<file path="src/rtl/adcsp_pkg.sv">
package adcsp_pkg;
    // Serial clock edges in one full frame; also the continuous-select frame length
    localparam int MAX_EDGES   = 16;
    localparam int EDGE_CNT_W  = $clog2(MAX_EDGES + 1);
    // Edge on which the sample window opens
    localparam int SAMPLE_OPEN = 3;

    typedef logic [EDGE_CNT_W-1:0] edge_cnt_t;

    typedef struct packed {
        edge_cnt_t edges;       // falling edges seen in this frame
        logic      forced_low;  // data line held low after the last data bit
        logic      sampling;    // sample window open
        logic      conv_start;  // one-cycle hand-off strobe
    } frame_state_t;

    localparam frame_state_t FRAME_IDLE = '{edges: '0, forced_low: 1'b0,
                                            sampling: 1'b0, conv_start: 1'b0};

    function automatic edge_cnt_t next_edge(input edge_cnt_t cur);
        return (cur >= edge_cnt_t'(MAX_EDGES)) ? cur : cur + edge_cnt_t'(1);
    endfunction
endpackage

</file>
<file path="src/rtl/adcsp_sync.sv">
module adcsp_sync #(
    parameter int   STAGES    = 2,
    parameter logic RESET_VAL = 1'b0
) (
    input  logic clk,
    input  logic rst,
    input  logic din,
    output logic dout
);
    logic [STAGES-1:0] chain_q;

    always_ff @(posedge clk) begin
        if (rst) chain_q <= {STAGES{RESET_VAL}};
        else     chain_q <= {chain_q[STAGES-2:0], din};
    end

    assign dout = chain_q[STAGES-1];
endmodule

</file>
<file path="src/rtl/adcsp_cs_filter.sv">
module adcsp_cs_filter #(
    parameter int HOLD_CYCLES = 8
) (
    input  logic clk,
    input  logic rst,
    input  logic cs_n_sync,
    output logic selected
);
    localparam int HCNT_W = $clog2(HOLD_CYCLES + 1);

    logic              acc_n_q;
    logic [HCNT_W-1:0] hold_q;

    always_ff @(posedge clk) begin
        if (rst) begin
            acc_n_q <= 1'b1;
            hold_q  <= '0;
        end else if (cs_n_sync == acc_n_q) begin
            hold_q  <= '0;
        end else if (hold_q == HCNT_W'(HOLD_CYCLES - 1)) begin
            acc_n_q <= cs_n_sync;
            hold_q  <= '0;
        end else begin
            hold_q  <= hold_q + HCNT_W'(1);
        end
    end

    assign selected = ~acc_n_q;

    // An accepted level must equal the synchronised level that was held
    AST_CS_HOLD: assert property (@(posedge clk) disable iff (rst)
        !$stable(acc_n_q) |-> ($past(cs_n_sync) == acc_n_q));
endmodule

</file>
<file path="src/rtl/adcsp_frame.sv">
module adcsp_frame
    import adcsp_pkg::*;
#(
    parameter int DATA_W = 10
) (
    input  logic              clk,
    input  logic              rst,
    input  logic              selected,
    input  logic              sclk_fall,
    input  logic [DATA_W-1:0] result,
    output logic              sdo,
    output logic              sdo_oe,
    output logic              sampling,
    output logic              conv_start
);
    localparam edge_cnt_t LAST_DATA  = edge_cnt_t'(DATA_W - 1);
    localparam edge_cnt_t CLOSE_EDGE = edge_cnt_t'(DATA_W);

    frame_state_t      st_q;
    logic [DATA_W-1:0] shreg_q;
    logic              sel_q;
    logic              start;
    edge_cnt_t         n;

    assign start = selected & ~sel_q;
    assign n     = next_edge(st_q.edges);

    always_ff @(posedge clk) begin
        if (rst) begin
            st_q    <= FRAME_IDLE;
            shreg_q <= '0;
            sel_q   <= 1'b0;
        end else begin
            sel_q           <= selected;
            st_q.conv_start <= 1'b0;
            if (!selected) begin
                st_q <= FRAME_IDLE;
            end else if (start) begin
                st_q    <= FRAME_IDLE;
                shreg_q <= result;
            end else if (sclk_fall && st_q.edges < edge_cnt_t'(MAX_EDGES)) begin
                st_q.edges <= n;
                if (n <= LAST_DATA)
                    shreg_q <= {shreg_q[DATA_W-2:0], 1'b0};
                if (n == edge_cnt_t'(SAMPLE_OPEN))
                    st_q.sampling <= 1'b1;
                if (n == CLOSE_EDGE) begin
                    st_q.sampling   <= 1'b0;
                    st_q.forced_low <= 1'b1;
                    st_q.conv_start <= 1'b1;
                end
                if (n == edge_cnt_t'(MAX_EDGES)) begin
                    // continuous-select framing: next frame begins here
                    st_q.edges      <= '0;
                    st_q.forced_low <= 1'b0;
                    shreg_q         <= result;
                end
            end
        end
    end

    assign sdo_oe     = sel_q;
    assign sdo        = sel_q & ~st_q.forced_low & shreg_q[DATA_W-1];
    assign sampling   = st_q.sampling;
    assign conv_start = st_q.conv_start;

    AST_EDGE_BOUND:  assert property (@(posedge clk) disable iff (rst)
        st_q.edges <= edge_cnt_t'(MAX_EDGES));
    AST_CONV_PULSE:  assert property (@(posedge clk) disable iff (rst)
        conv_start |=> !conv_start);
    AST_CONV_LOW:    assert property (@(posedge clk) disable iff (rst)
        conv_start |-> (!sdo && !sampling));
    AST_SAMPLE_OPEN: assert property (@(posedge clk) disable iff (rst)
        $rose(sampling) |-> (st_q.edges == edge_cnt_t'(SAMPLE_OPEN)));
    AST_IDLE_QUIET:  assert property (@(posedge clk) disable iff (rst)
        !sdo_oe |-> (!sdo && !sampling));
endmodule

</file>
<file path="src/rtl/adc_serial_port.sv">
module adc_serial_port #(
    parameter int DATA_W      = 10,
    parameter int HOLD_CYCLES = 8,
    parameter int SYNC_STAGES = 2
) (
    input  logic              clk,
    input  logic              rst,
    input  logic              cs_n,
    input  logic              sclk,
    input  logic [DATA_W-1:0] result,
    output logic              sdo,
    output logic              sdo_oe,
    output logic              sampling,
    output logic              conv_start
);
    logic cs_n_s, sclk_s, sclk_prev_q, selected, sclk_fall;

    adcsp_sync #(.STAGES(SYNC_STAGES), .RESET_VAL(1'b1)) cs_sync_i (
        .clk(clk), .rst(rst), .din(cs_n), .dout(cs_n_s));

    adcsp_sync #(.STAGES(SYNC_STAGES), .RESET_VAL(1'b0)) sclk_sync_i (
        .clk(clk), .rst(rst), .din(sclk), .dout(sclk_s));

    always_ff @(posedge clk) begin
        if (rst) sclk_prev_q <= 1'b0;
        else     sclk_prev_q <= sclk_s;
    end

    assign sclk_fall = sclk_prev_q & ~sclk_s;

    adcsp_cs_filter #(.HOLD_CYCLES(HOLD_CYCLES)) cs_filt_i (
        .clk(clk), .rst(rst), .cs_n_sync(cs_n_s), .selected(selected));

    adcsp_frame #(.DATA_W(DATA_W)) frame_i (
        .clk(clk), .rst(rst), .selected(selected), .sclk_fall(sclk_fall),
        .result(result), .sdo(sdo), .sdo_oe(sdo_oe),
        .sampling(sampling), .conv_start(conv_start));
endmodule

</file>
<file path="config.mk">
export PLATFORM = sky130hd
export DESIGN_NAME = adc_serial_port
export DESIGN_NICKNAME = d
export VERILOG_FILES = /design/src/rtl/adcsp_pkg.sv /design/src/rtl/adcsp_sync.sv /design/src/rtl/adcsp_cs_filter.sv /design/src/rtl/adcsp_frame.sv /design/src/rtl/adc_serial_port.sv
export SDC_FILE = /design/constraint.sdc
export NUM_CORES = 1
export LEC_CHECK = 0
export BUFFER_PORTS_ARGS = -buffer_cell sky130_fd_sc_hd__clkbuf_2
export CAP_MARGIN = 20
export CORE_MARGIN = 2
export CORE_UTILIZATION = 40
export CTS_BUF_LIST = sky130_fd_sc_hd__clkbuf_8
export DETAILED_ROUTE_END_ITERATION = 12
export PLACE_DENSITY = 0.61
export SLEW_MARGIN = 20
export SYNTH_ARGS = -nofsm -noshare
export SYNTH_HDL_FRONTEND = slang
export SYNTH_SLANG_ARGS = --single-unit
</file>
<file path="constraint.sdc">
create_clock -name clk -period 4.15 [get_ports clk]
set_clock_uncertainty 0.2 [all_clocks]
set_input_delay 0.415 -clock clk [delete_from_list [all_inputs] [get_ports clk]]
set_output_delay 0.415 -clock clk [all_outputs]
set_load 0.01 [all_outputs]
</file>
==> summary.txt <==
outcome: complete, no violations
number of rows created at floorplan: 21
clk sinks: 29
clock tree root driver cell: clkbuf_8
diodes inserted: 0
die height: 62.98 µm
startpoint of the lowest-slack register-to-register path: frame_i.st_q[3]
initial core utilization: 41.69%
Initial DRT Pass Iterations: 4
Power per Cell Area: 343.6 nW/µm²
count of distinct cell types in the synthesized netlist: 39
area share of the largest cell type after synthesis: 41.73%
biggest fanout along the worst timing path: 20
number of standard cells after synthesis: 144
count leader, synth: dfxtp_1
Synth warnings: 0
Pint: 0.4368 mW
worst endpoint required time: 4.15 ns
Layout area overhead: 13.67%
clock-pin slew reported for the worst setup and hold paths after clock tree synthesis: 0.06 ns
crit path max-delay cell type: a31oi_4
relative contribution of the clock network to total power: 45.7%
parity-gate share of the synthesized area counting xor and xnor cells: 5.665%
number of pins exceeding their max-slew limit in the final report: 0
P_leak: 0.5417 nW
setup fix buffers added after clock tree synthesis: 0
highest clock rate: 399.2 MHz
combinational family with the most area after synthesis: simple AND/OR/NAND/NOR gates
placed instance area: 1480 µm²
number of port buffers: 17
maximum level of the CTS H-tree: 2
number of DRC violations after detailed routing: 0
Synth Area in Adders: 2.698%
Hold Buf Count CTS: 0
kind of capture point of the worst setup path: register
latest clock arrival within the worst-skew pair: 0.28 ns
Hold Path Origin: cs_n
worst ir drop on vdd: 0.0001924 V
placer congestion estimate: 0.8065
total number of vias: 996
number of nets in the layout: 178
ports placed on the boundary: 18
flip-flop cell with the highest count after synthesis: dfxtp_1
Routed Antenna Nets: 0
largest delay contributor family on the critical path: compound AO/OA/AOI/OAI gates
share of synthesized area occupied by flip-flops and latches: 41.73%
total non-filler cell area in the finished layout: 1582 µm²
most frequent cell on the critical path: nor2_1
unrepaired setup endpoints after global routing: false
all-layer global routing usage: 12.50%
post-cts sizing count: 0
fraction of final layout cells with drive strength greater than 1: 25.31%
synthesized area per cell: 9.662 µm²
post-layout power: 0.5434 mW
standard cell core area: 3337 µm²
cell taking the most area after synthesis: dfxtp_1
worst max-slew margin expressed relative to the limit: 55.45%
synthesized-area fraction occupied by and/or/nand/nor cells: 19.87%
fill cell instance count of the final layout: 327
switching share of total power: 19.62%
CTS tree: yes
post-DR wirelength/cell: 10.61 µm
most frequent cells after synthesis: dfxtp_1, nor2_1, a211oi_2, mux2i_1
Die Area: 3966 µm²
compound-cell area share of the yosys netlist: 18.08%
transition time of the tightest slew-check pin: 0.6683 ns
worst path buffer plus inverter count: 1
Worst setup startpoint: frame_i.st_q[3]
Setup TNS: 0 ns
die outline width: 62.98 µm
drt via density: 4.788
Non-Filler Instances: 208
flop and latch count out of synthesis: 29
category of the critical setup timing path: register to register
mux contribution to synthesized area: 6.475%
maximum number of pins on one net before global-route repair: 21
startpoint type of the worst setup path: register
number of antenna violations at the first check in global routing: 0
worst hold margin: 0.1196 ns
net switching power: 0.1066 mW
Data arrival, critical path: 2.50 ns
fraction of power consumed by sequential logic: 51.8%
netlist area before placement: 1391 µm²
total wire length after detailed routing: 2207 µm
number of synthesized flops with an enable pin: 0
number of global-route vias before repair: 941
TritonCTS buffer count: 5
Remaining Overflow, GRT: 0
Synth async-reset ratio: 0%
wire length of the first global-routing pass: 3891 µm
class of the tightest hold or removal check: primary input to register
portion of total power attributed to combinational logic: 2.4%
count of routing violations after the opening detailed-route iteration: 21
# Max-Cap Violations: 0
final worst path period share: 60.37%
number of nets in the synthesized netlist: 161
Period minus WS final: 2.505 ns
count of placed standard cells including taps: 200
Final Hold Violating Endpoints: 0
deepest clock path buffer count: 2
hpwl dp: 1614 µm
largest incremental delay on the critical path: 0.57 ns
critical path cell sequence: inv_1 -> ha_1 -> nor2_1 -> nand2_1 -> a211o_1 -> a31oi_4 -> nor2_1 -> a211oi_2
cell types with the largest area share after synthesis: dfxtp_1, a211oi_2, nor2_1
final setup violating endpoints: 0
[state kept, by name, indices dropped and copies added (netlist names)]
| register | flops |
|---|---|
| frame_i.conv_start | 1 |
| cs_sync_i.chain_q | 2 |
| cs_filt_i.hold_q | 4 |
| sclk_prev_q | 1 |
| frame_i.st_q | 6 |
| frame_i.shreg_q | 10 |
| frame_i.sdo_oe | 1 |
| frame_i.sampling | 1 |
| sclk_sync_i.chain_q | 2 |
| cs_filt_i.acc_n_q | 1 |
[worst paths after layout]
kind	depth (start not counted)	end	slack [ns]
setup / recovery	8	frame_i.shreg_q[8]	1.64
hold / removal	2	cs_sync_i.chain_q[0]	0.12
setup reg to reg	8	frame_i.shreg_q[8]	1.64
hold reg to reg	1	cs_sync_i.chain_q[1]	0.21
[cell families after synthesis]
family | after synthesis
muxes | 9
xor gates and xnor gates | 9
adders and majority gates | 3
buffers and inverters | 12
and+or+nand+nor | 55
AOI/OAI and AO/OA | 27
DFF | 29
[cell usage in the layout, fill, tap and decap left out, types with 3 or more instances in the layout]
cell and n:
nor2_1 27, xnor2_1 7, nand2_1 7, clkbuf_2 17, a21oi_1 4, nand2b_1 3
o21ai_0 3, mux2i_1 9, nor2b_1 3, dfxtp_1 29, clkbuf_8 7, ha_1 3
a211oi_2 9, inv_1 4
[metal layers]
metal | vias up | global-route usage (%) | share of wire (%)
li1 | 528 | - | -
met1 | 452 | 14.21 | 47
met2 | 14 | 20.08 | 48
met3 | 2 | 5.405 | 4.0
met4 | 0 | 5.833 | 0.36
met5 | - | 0 | 0
[power by group through the flow]
| stage | combinational (mW) | sequential (mW) | clock [mW] |
|---|---|---|---|
| floorplan | 0.00666 | 0.288 | 0 |
| global placement | 0.0133 | 0.288 | 0 |
| detailed placement | 0.0135 | 0.288 | 0 |
| CTS | 0.0136 | 0.282 | 0.259 |
| global route | 0.0152 | 0.282 | 0.275 |
| finish | 0.0132 | 0.282 | 0.248 |
[area by class of cell]
type	count	area, µm²	share of cell area [%]
multi-input cells	103	734.5	46.44
well taps	46	57.56	3.639
clock buffers	7	96.34	6.092
clock inverters	1	5.005	0.3165
flip-flops and latches	29	580.6	36.71
repair buffers	18	92.59	5.854
inverters	4	15.01	0.9494
[stage by stage]
stage / util (%) / worst slack (ns)
finish: 47.39 / 1.645
global route: 47.39 / 1.416
CTS: 47.39 / 1.621
detailed placement: 44.36 / 1.628
global placement: 44.36 / 1.724
floorplan: - / 2.106
Note: power is estimated with default switching activity, not from simulation.
